[config.mk]
export PLATFORM = sky130hd
export DESIGN_NAME = sw_sem_arbiter
export DESIGN_NICKNAME = d
export VERILOG_FILES = /design/src/rtl/sw_sem_pkg.sv /design/src/rtl/sw_sem_req_bank.sv /design/src/rtl/sw_sem_pick.sv /design/src/rtl/sw_sem_grant_fsm.sv /design/src/rtl/sw_sem_arbiter.sv
export SDC_FILE = /design/constraint.sdc
export NUM_CORES = 1
export LEC_CHECK = 0
export ABC_AREA = 1
export BUFFER_PORTS_ARGS = -buffer_cell sky130_fd_sc_hd__buf_4
export CAP_MARGIN = 20
export CORE_UTILIZATION = 34
export DETAILED_ROUTE_END_ITERATION = 16
export HOLD_SLACK_MARGIN = 0.15
export PLACE_DENSITY = 0.74
export SLEW_MARGIN = 20
export SYNTH_ARGS = -nofsm -noshare
export SYNTH_HDL_FRONTEND = slang
export SYNTH_HIERARCHICAL = 1
export SYNTH_SLANG_ARGS = --single-unit
[constraint.sdc]
create_clock -name clk -period 1.8 [get_ports clk]
set_input_delay 0.27 -clock clk [delete_from_list [all_inputs] [get_ports clk]]
set_output_delay 0.27 -clock clk [all_outputs]
set_load 0.02 [all_outputs]
[src/rtl/sw_sem_pkg.sv]
package sw_sem_pkg;

    typedef enum logic [0:0] {
        ST_FREE  = 1'b0,
        ST_OWNED = 1'b1
    } sem_state_e;

endpackage

[src/rtl/sw_sem_req_bank.sv]
module sw_sem_req_bank #(
    parameter int NREQ = 4
) (
    input  logic            clk,
    input  logic            rst_n,
    input  logic            wr_en,
    input  logic [NREQ-1:0] set_vec,
    input  logic [NREQ-1:0] clr_vec,
    output logic [NREQ-1:0] pend
);

    for (genvar g = 0; g < NREQ; g++) begin : g_req
        logic flag_q;

        always_ff @(posedge clk) begin
            if (!rst_n) begin
                flag_q <= 1'b0;
            end else if (wr_en && clr_vec[g]) begin
                flag_q <= 1'b0;
            end else if (wr_en && set_vec[g]) begin
                flag_q <= 1'b1;
            end
        end

        assign pend[g] = flag_q;
    end

endmodule

[src/rtl/sw_sem_pick.sv]
module sw_sem_pick #(
    parameter int NREQ = 4
) (
    input  logic [NREQ-1:0] cand,
    output logic [NREQ-1:0] sel
);

    always_comb begin
        sel = '0;
        for (int i = NREQ - 1; i >= 0; i--) begin
            if (cand[i]) begin
                sel    = '0;
                sel[i] = 1'b1;
            end
        end
    end

endmodule

[src/rtl/sw_sem_grant_fsm.sv]
module sw_sem_grant_fsm
    import sw_sem_pkg::*;
#(
    parameter int NREQ = 4
) (
    input  logic            clk,
    input  logic            rst_n,
    input  logic            wr_en,
    input  logic [NREQ-1:0] clr_vec,
    input  logic [NREQ-1:0] pend,
    output logic [NREQ-1:0] won
);

    sem_state_e      state_q, state_d;
    logic [NREQ-1:0] owner_q, owner_d;
    logic [NREQ-1:0] clr_eff;
    logic [NREQ-1:0] cand;
    logic [NREQ-1:0] pick;

    assign clr_eff = wr_en ? clr_vec : '0;
    assign cand    = pend & ~clr_eff;

    sw_sem_pick #(.NREQ(NREQ)) u_pick (
        .cand (cand),
        .sel  (pick)
    );

    always_ff @(posedge clk) begin
        if (!rst_n) begin
            state_q <= ST_FREE;
            owner_q <= '0;
        end else begin
            state_q <= state_d;
            owner_q <= owner_d;
        end
    end

    always_comb begin
        state_d = state_q;
        owner_d = owner_q;
        unique case (state_q)
            ST_FREE: begin
                if (|cand) begin
                    state_d = ST_OWNED;
                    owner_d = pick;
                end
            end
            ST_OWNED: begin
                if (|(clr_eff & owner_q)) begin
                    state_d = ST_FREE;
                    owner_d = '0;
                end
            end
            default: begin
                state_d = ST_FREE;
                owner_d = '0;
            end
        endcase
    end

    always_comb begin
        won = (state_q == ST_OWNED) ? owner_q : '0;
    end

endmodule

[src/rtl/sw_sem_arbiter.sv]
module sw_sem_arbiter #(
    parameter int NREQ  = 4,
    parameter int REG_W = 32
) (
    input  logic             clk,
    input  logic             rst_n,
    input  logic             wr_en,
    input  logic [REG_W-1:0] wr_data,
    output logic [REG_W-1:0] rd_data
);

    localparam int SET_LSB  = 0;
    localparam int CLR_LSB  = NREQ;
    localparam int WON_LSB  = 2 * NREQ;
    localparam int PEND_LSB = 3 * NREQ;

    logic [NREQ-1:0] set_vec;
    logic [NREQ-1:0] clr_vec;
    logic [NREQ-1:0] pend;
    logic [NREQ-1:0] won;
    logic            unused_hi;

    assign set_vec   = wr_data[SET_LSB +: NREQ];
    assign clr_vec   = wr_data[CLR_LSB +: NREQ];
    assign unused_hi = ^wr_data[REG_W-1:WON_LSB];

    sw_sem_req_bank #(.NREQ(NREQ)) u_bank (
        .clk     (clk),
        .rst_n   (rst_n),
        .wr_en   (wr_en),
        .set_vec (set_vec),
        .clr_vec (clr_vec),
        .pend    (pend)
    );

    sw_sem_grant_fsm #(.NREQ(NREQ)) u_fsm (
        .clk     (clk),
        .rst_n   (rst_n),
        .wr_en   (wr_en),
        .clr_vec (clr_vec),
        .pend    (pend),
        .won     (won)
    );

    always_comb begin
        rd_data                     = '0;
        rd_data[WON_LSB +: NREQ]    = won;
        rd_data[PEND_LSB +: NREQ]   = pend;
    end

endmodule

Yosys cells after proc, flatten, opt, wreduce, memory -nomap -nowiden:

Cells that the tools add are included.

* input bits: 35
* word-level logic and storage cells: 40
* register bits: 9

* mux-type cells: 12
* reductions and logical operators: 15
* bitwise operators: 5
* equal/unequal tests: 2

Operators with widths (count)
* two-way mux 4 bit: 8
* bitwise AND 4 bit: 2
* logical AND 1 bit: 8
* case mux 4 bit (2 select lines): 1
* OR reduction 2 bit: 4
* OR reduction 4 bit: 2
* inverter 4 bit: 1
* two-way mux 1 bit: 2
* inequality test 2 x 1 -> 1 bit (second input constant): 1
* inequality test 2 bit (second input constant): 1
* inverter 1 bit: 2
* case mux 1 bit (2 select lines): 1
* AND reduction 2 bit: 1

Depth between registers and ports, before layout:

Gate-level depths: netlist of run 1.

* depth after elaboration: 9
* gate-level depth with buffers: 9
* depth with buffers taken out: 8

Cells and area by module:

Netlist of run 1, hierarchy kept.

By module, submodules not included
* sw_sem_grant_fsm: area an instance 341.6 sq um, sequential area each 100.1 sq um, instances 1, cells an instance 57
* sw_sem_req_bank: area an instance 186.4 sq um, sequential area each 80.1 sq um, instances 1, cells an instance 25
* sw_sem_arbiter: area an instance 183.9 sq um, sequential area each 0.0 sq um, instances 1, cells an instance 25
* sw_sem_pick: area an instance 37.5 sq um, sequential area each 0.0 sq um, instances 1, cells an instance 9

Worst setup path after synthesis of run 1:

Ideal clock, no wire load.

* kind: register -> register
* start: reg u_bank.g_req[1].flag_q
* end: reg u_fsm.owner_q[0]
* slack: 0.778 ns
* data required time: 1.730 ns
* arrival time: 0.952 ns
* cell stages (with the launch flop): 8
* clock period less this slack: 1.022 ns
* library setup time: 0.070 ns
* cell sequence: dfxtp_1 buf_4 nand2_1 nand2_2 nor2_4 nor2_2 nand2_1 a21oi_1

* word-level cells in the longest chain between the ends: 5
* elaborated cells between the ends (all ways): 8

Ends and longest elaborated chain
* from (decl): RTL line sw_sem_req_bank.sv:13 `logic flag_q;`
* from (signal assigned): RTL line sw_sem_req_bank.sv:17 `flag_q <= 1'b0;`
* from (signal assigned): RTL line sw_sem_req_bank.sv:19 `flag_q <= 1'b0;`
* from (signal assigned): RTL line sw_sem_req_bank.sv:21 `flag_q <= 1'b1;`
* bitwise AND 4 bit (*): RTL line sw_sem_grant_fsm.sv:21 `assign cand = pend & ~clr_eff;`
* two-way mux 4 bit (2 in series): RTL line sw_sem_pick.sv:11 `if (cand[i]) begin`
* two-way mux 4 bit: RTL line sw_sem_grant_fsm.sv:43 `if (|cand) begin`
* case mux 4 bit (2 select lines): RTL line sw_sem_grant_fsm.sv:41 `unique case (state_q)`
* to (signal assigned): RTL line sw_sem_grant_fsm.sv:34 `owner_q <= owner_d;`
* to (decl): RTL line sw_sem_grant_fsm.sv:15 `logic [NREQ-1:0] owner_q, owner_d;`

Every way passes the cells marked *; elsewhere a longest branch is shown, timed or not. The select of a mux whose other input is x is not followed.
A chain may end at the register's enable or synchronous reset.

Final worst setup path of run 1:

* start: reg u_fsm.state_q
* end: out rd_data[10]

* word-level cells in the longest chain between the ends: 1

Ends and longest elaborated chain
* from (decl): RTL line sw_sem_grant_fsm.sv:14 `sem_state_e state_q, state_d;`
* from (signal assigned): RTL line sw_sem_grant_fsm.sv:33 `state_q <= state_d;`
* two-way mux 4 bit: RTL line sw_sem_grant_fsm.sv:62 `won = (state_q == ST_OWNED) ? owner_q : '0;`
* to (decl): RTL line sw_sem_arbiter.sv:9 `output logic [REG_W-1:0] rd_data`

Every way passes these cells.

==> results of run 1 <==
Yosys cell counts:
cell type	number	area share, %
nor2_4	1	1.5
nor2_1	9	4.5
nand2_2	7	5.8
inv_1	12	6.0
conb_1	1	0.50
inv_2	1	0.50
nand3_1	4	2.7
dfxtp_1	9	24
a21oi_1	9	6.0
clkbuf_1	1	0.50
buf_4	29	29
nor2_2	1	0.84
nand2_1	30	15
buf_6	2	3.0
metal layers:
| layer | global-route usage [%] | wire (um) | part of all wire [%] | vias up |
|---|---|---|---|---|
| li1 | - | - | - | 316 |
| met1 | 11.4 | 469 | 40 | 261 |
| met2 | 19.2 | 638 | 55 | 30 |
| met3 | 1.87 | 55 | 4.7 | 0 |
| met4 | 4.41 | 0 | 0 | 0 |
| met5 | 0 | 0 | 0 | - |
layout make-up:
class	instances	area share [%]
timing repair buffer	18	17.2
sequential	9	22.9
multi-input combinational	85	46.1
tap	27	4.29
inverter	13	6.20
clock buffer	4	3.34
layout by cell type (no fill, tap or decap):
master	Yosys	final
nand2_1	30	30
nand3_1	4	4
conb_1	1	24
clkbuf_1	1	1
dfxtp_1	9	9
clkbuf_4	0	3
nand2_2	7	7
nor2_4	1	1
inv_2	1	1
inv_1	12	12
a21oi_1	9	9
nor2_2	1	1
nor2_1	9	9
buf_4	29	18
cell families after synthesis:
kind of cell | count (synthesis) | synth area share, %
simple gates | 52 | 30.4
flops | 9 | 24.0
buf+inv | 45 | 39.1
other cells | 1 | 0.500
compound gates | 9 | 6.01
state kept, by name, summed over array words and instances (netlist names):
register and count:
u_bank/g_req.flag_q 4, u_fsm/owner_q 4, u_fsm/state_q 1
path summary, 6_finish.rpt:
| kind | slack, ns | endpoint | depth (start not counted) | startpoint |
|---|---|---|---|---|
| max reg2reg | 0.77 | u_fsm/owner_q[0]$_SDFFE_PN0P_ | 6 | u_bank/g_req[1].flag_q$_SDFFE_PP0P_ |
| min | 0.25 | u_bank/g_req[0].flag_q$_SDFFE_PP0P_ | 3 | wr_data[0] |
| min reg2reg | 0.49 | u_fsm/owner_q[1]$_SDFFE_PN0P_ | 2 | u_fsm/owner_q[1]$_SDFFE_PN0P_ |
| max | 0.53 | rd_data[10] | 3 | u_fsm/state_q$_SDFF_PN0_ |
per-stage QoR:
step                      area, um2  cells  power [mW]
after floorplan                 836    139       0.388
after global placement          761    152       0.370
after detailed placement        761    152       0.376
after CTS                       787    156       0.534
after global routing            787    156       0.565
final                           787    156       0.525
critical path: stages (launching register included):
cell	delay [ns]
dfxtp_1	0.47
nand2_1	0.09
inv_1	0.06
buf_4	0.13
power groups by stage:
stage	logic, mW	clock network, mW	registers (mW)
after floorplan	0.171	0	0.217
after global placement	0.145	0	0.226
after CTS	0.149	0.163	0.222
final	0.149	0.153	0.222
after detailed placement	0.149	0	0.227
after global routing	0.165	0.177	0.223
==> flow_metrics.py, run 1 <==
metrics = {
    "clock_network": {
        "clk_path_buf_depth": 2,
        "clkLatencyLatePin_ns": 0.26,
        "cts_root_buffer": "clkbuf_4",
        "htree_levels": 1,
        "cts_setup_buffers": 0,
        "cts_hold_buf": 0,
        "cts_repair_resize_count": 0,
        "cts_tree": "yes",
        "clkTransAtPathRegs_ns": 0.06,
        "cts_buffers": 3,
        "clock-sinks": 9,
    },
    "sta": {
        "rsz0062_at_grt": "false",
        "report.final.slew_viol_count": 0,
        "hold_violations": 0,
        "report.final.setup_viol": 0,
        "fin_setup_tns_ns": 0,
        "fin_crit_ns": 1.27,
        "fmax_mhz": 787,
        "period_share_pct": 70.6,
        "fin_skew_ns": 0.00160,
        "layout_setup_ws_ns": 0.529,
        "holdWs_ns": 0.247,
    },
    "flow_run": {
        "cap_violations": 0,
    },
    "route": {
        "vias_per_cell": 3.89,
        "antenna_left": 0,
        "dr.first_iter.drc_count": 10,
        "drc": 0,
        "first_pass_iters": 4,
        "wl_per_cell_um": 7.46,
        "vias": 607,
        "wl_um": 1160,
    },
    "critical_path": {
        "worstPathMaxFanout": 8,
        "critical_path_class": "register to output port",
        "crit_path_end_kind": "output port",
        "critPathArrivalTime_ns": 1.00,
        "critPathRequiredTime_ns": 1.53,
        "cp-start-kind": "register",
    },
    "hold_path": {
        "hold_path_class": "primary input to register",
    },
    "global_route": {
        "first_global_vias": 510,
        "grt_start_max_net_pins": 17,
        "grt_pass1_wl_um": 1950,
        "antenna_found_initial": 0,
        "grt_overflow": 0,
        "grtUsageTotal_pct": 10.3,
    },
    "floorplan": {
        "dieArea_um2": 2400,
        "die_h_um": 49.0,
        "rows": 16,
        "io_pins": 67,
        "start_util_pct": 37.1,
        "core_um2": 2020,
        "fp.dieW_um": 49.0,
    },
    "power_and_ir_drop": {
        "p_sw_uw": 185,
        "pwr-share-comb_pct": 28.4,
        "p_clk_share_pct": 29.2,
        "switching_share_pct": 35.2,
        "intPower_uw": 340,
        "pwr-share-seq_pct": 42.3,
        "peakVddDrop_uv": 327,
        "p_leak_nw": 0.467,
        "power.density_nw_per_um2": 667,
    },
    "synth": {
        "synth_area_per_cell_um2": 6.46,
        "synth.yosys.seq_area_share_pct": 24.0,
        "synth_cell_types": 14,
        "yosysWarnings": 6,
        "netlist_area_um2": 749,
        "synth-seq-cells": 9,
        "syn_inst": 116,
    },
    "layout": {
        "fill_cells": 225,
        "multi_input_area_um2": 363,
        "syn_to_final_growth_pct": 5.01,
        "seq_area_um2": 180,
        "diodes": 0,
        "nNetsFinal": 165,
        "drive_above_1_share_pct": 24.0,
        "finish.utilization_pct": 38.9,
    },
    "place": {
        "hpwl_um": 986,
        "gp_congestion": 0.790,
        "port_buffers": 18,
        "place_ws_ns": 0.595,
    },
    "status": {
        "outcome": "completed",
    },
}
No activity file was read; power rests on OpenSTA's default activity.
==> run 2, diff against run 1 <==
==> constraint.sdc (replaced) <==
create_clock -name clk -period 1.26 [get_ports clk]
set_input_delay 0.189 -clock clk [delete_from_list [all_inputs] [get_ports clk]]
set_output_delay 0.189 -clock clk [all_outputs]
set_load 0.02 [all_outputs]
==> run 2 against run 1 <==
Effect of this change: die area stayed put; global-route usage did not move; clock skew stayed put; wire length did not move; core utilization is 0.062 points higher; via count unchanged; final area grew 0.16%; non-clock buffer count did not move; clock-buffer cell count unchanged.
==> flow_metrics.py, run 2 (same netlist as run 1, synthesis figures left out) <==
metrics = {
    "route": {
        "wl_met2_um": 638,
        "met1Wirelength_um": 469,
        "vias_per_cell": 3.89,
        "drc": 0,
        "antenna_left": 0,
        "first_pass_iters": 4,
        "wl_per_cell_um": 7.46,
        "routed.top_layer": "met3",
        "vias": 607,
        "wl_met3_um": 55,
        "dr.first_iter.drc_count": 10,
        "wl_um": 1160,
    },
    "sta": {
        "rsz0062_at_grt": "false",
        "fin_setup_tns_ns": 0,
        "fin_crit_ns": 1.10,
        "layout_setup_ws_ns": 0.164,
        "hold_violations": 0,
        "fin_skew_ns": 0.00160,
        "report.final.slew_viol_count": 0,
        "period_share_pct": 87.0,
        "fmax_mhz": 912,
        "report.final.setup_viol": 0,
    },
    "layout": {
        "drive_above_1_share_pct": 24.8,
        "fin_cells": 156,
        "top_regs": "u_bank/g_req.flag_q (4), u_fsm/owner_q (4), u_fsm/state_q (1)",
        "syn_to_final_growth_pct": 5.18,
        "diodes": 0,
        "final_common_cell": "nand2_1",
        "finish.utilization_pct": 39.0,
        "final_cell_mix": "nand2_1, conb_1, buf_4",
        "seq_area_um2": 181,
        "nNetsFinal": 165,
        "multi_input_area_um2": 363,
        "fill_cells": 224,
    },
    "floorplan": {
        "fp.dieW_um": 49.0,
        "start_util_pct": 37.1,
        "core_um2": 2020,
        "rows": 16,
        "dieArea_um2": 2400,
        "io_pins": 67,
        "die_h_um": 49.0,
    },
    "place": {
        "hpwl_um": 986,
        "port_buffers": 18,
        "gp_congestion": 0.790,
        "place_ws_ns": 0.136,
        "dp_cells": 152,
    },
    "hold_path": {
        "hold_path_class": "primary input to register",
        "worstHoldStart": "wr_data[0]",
        "holdPathEnd": "u_bank/g_req[0].flag_q$_SDFFE_PP0P_",
        "hold_depth": 3,
    },
    "power_and_ir_drop": {
        "peakVddDrop_uv": 468,
        "power.density_nw_per_um2": 952,
        "p_leak_nw": 0.467,
    },
    "clock_network": {
        "clock-sinks": 9,
        "cts_setup_buffers": 0,
        "clkLatencyLatePin_ns": 0.26,
        "clk_path_buf_depth": 2,
        "htree_levels": 1,
        "clkTransAtPathRegs_ns": 0.06,
        "cts_root_buffer": "clkbuf_4",
        "cts_hold_buf": 0,
        "cts_tree": "yes",
        "cts_buffers": 3,
    },
    "critical_path": {
        "rr_endpoint": "u_fsm/owner_q[0]$_SDFFE_PN0P_",
        "cp-start-kind": "register",
        "worstPathMaxFanout": 8,
        "crit_path_end_kind": "output port",
        "r2r_cells": 6,
        "critPathArrivalTime_ns": 0.91,
        "critPathRequiredTime_ns": 1.07,
        "critical_path_class": "register to output port",
        "ff2ff_setup_slack_ns": 0.23,
        "rr_startpoint": "u_bank/g_req[1].flag_q$_SDFFE_PP0P_",
    },
    "global_route": {
        "grt_start_max_net_pins": 17,
        "grt_overflow": 0,
        "grtUsageTotal_pct": 10.3,
        "first_global_vias": 510,
        "grt_pass1_wl_um": 1950,
        "antenna_found_initial": 0,
    },
    "flow_run": {
        "cap_violations": 0,
    },
    "status": {
        "outcome": "completed",
    },
}
## run 2: report_power, final
group          total [mW]  switching (mW)  internal, mW
clock               0.219          0.0973         0.122
sequential          0.318          0.0179         0.300
combinational       0.213           0.149        0.0645
total               0.750           0.264         0.487
## run 2: per-stage QoR
stage / cell area (um2) / hold slack [ns] / power [mW]
after global placement: 761 / 0.416 / 0.529
after detailed placement: 761 / 0.433 / 0.537
after global routing: 788 / 0.177 / 0.808
after CTS: 787 / 0.162 / 0.763
final: 788 / 0.166 / 0.750
after floorplan: 836 / 0.315 / 0.554
## run 2: metal layers
layer	vias to the layer above	GRT usage (%)
met3	0	1.87
met4	0	4.41
met2	30	19.2
li1	316	-
met1	261	11.4
met5	-	0
## run 2: cell type report
cell class / count / area share [%]
flip-flops and latches: 9 / 23.0
repair buffers: 18 / 17.1
multi-input cells: 85 / 46.0
well taps: 27 / 4.29
clock buffers: 4 / 3.33
inverters: 13 / 6.19
## run 2: worst max-delay path by stage
stage	from	endpoint	slack [ns]	cells past startpoint
3_3_place_gp	wr_en	u_fsm/owner_q[0]$_SDFFE_PN0P_	0.20	9
3_5_place_dp	wr_en	u_fsm/owner_q[0]$_SDFFE_PN0P_	0.14	9
5_1_grt	u_bank/g_req[0].flag_q$_SDFFE_PP0P_	u_fsm/owner_q[0]$_SDFFE_PN0P_	0.09	6
6_report	u_fsm/state_q$_SDFF_PN0_	rd_data[8]	0.16	3
2_1_floorplan	u_bank/g_req[1].flag_q$_SDFFE_PP0P_	u_fsm/owner_q[0]$_SDFFE_PN0P_	0.24	7
4_1_cts	u_fsm/state_q$_SDFF_PN0_	rd_data[10]	0.04	3
## run 2: timing repair
action | CTS | global route
resized for setup | 0 | 1
endpoints found under the hold margin | 0 | 0
setup endpoints to repair | 0 | 2
## run 2: worst max-delay path, stage by stage (launching register included)
cell and delay, ns:
dfxtp_2 0.40, nand2_1 0.07, inv_1 0.05, buf_4 0.13
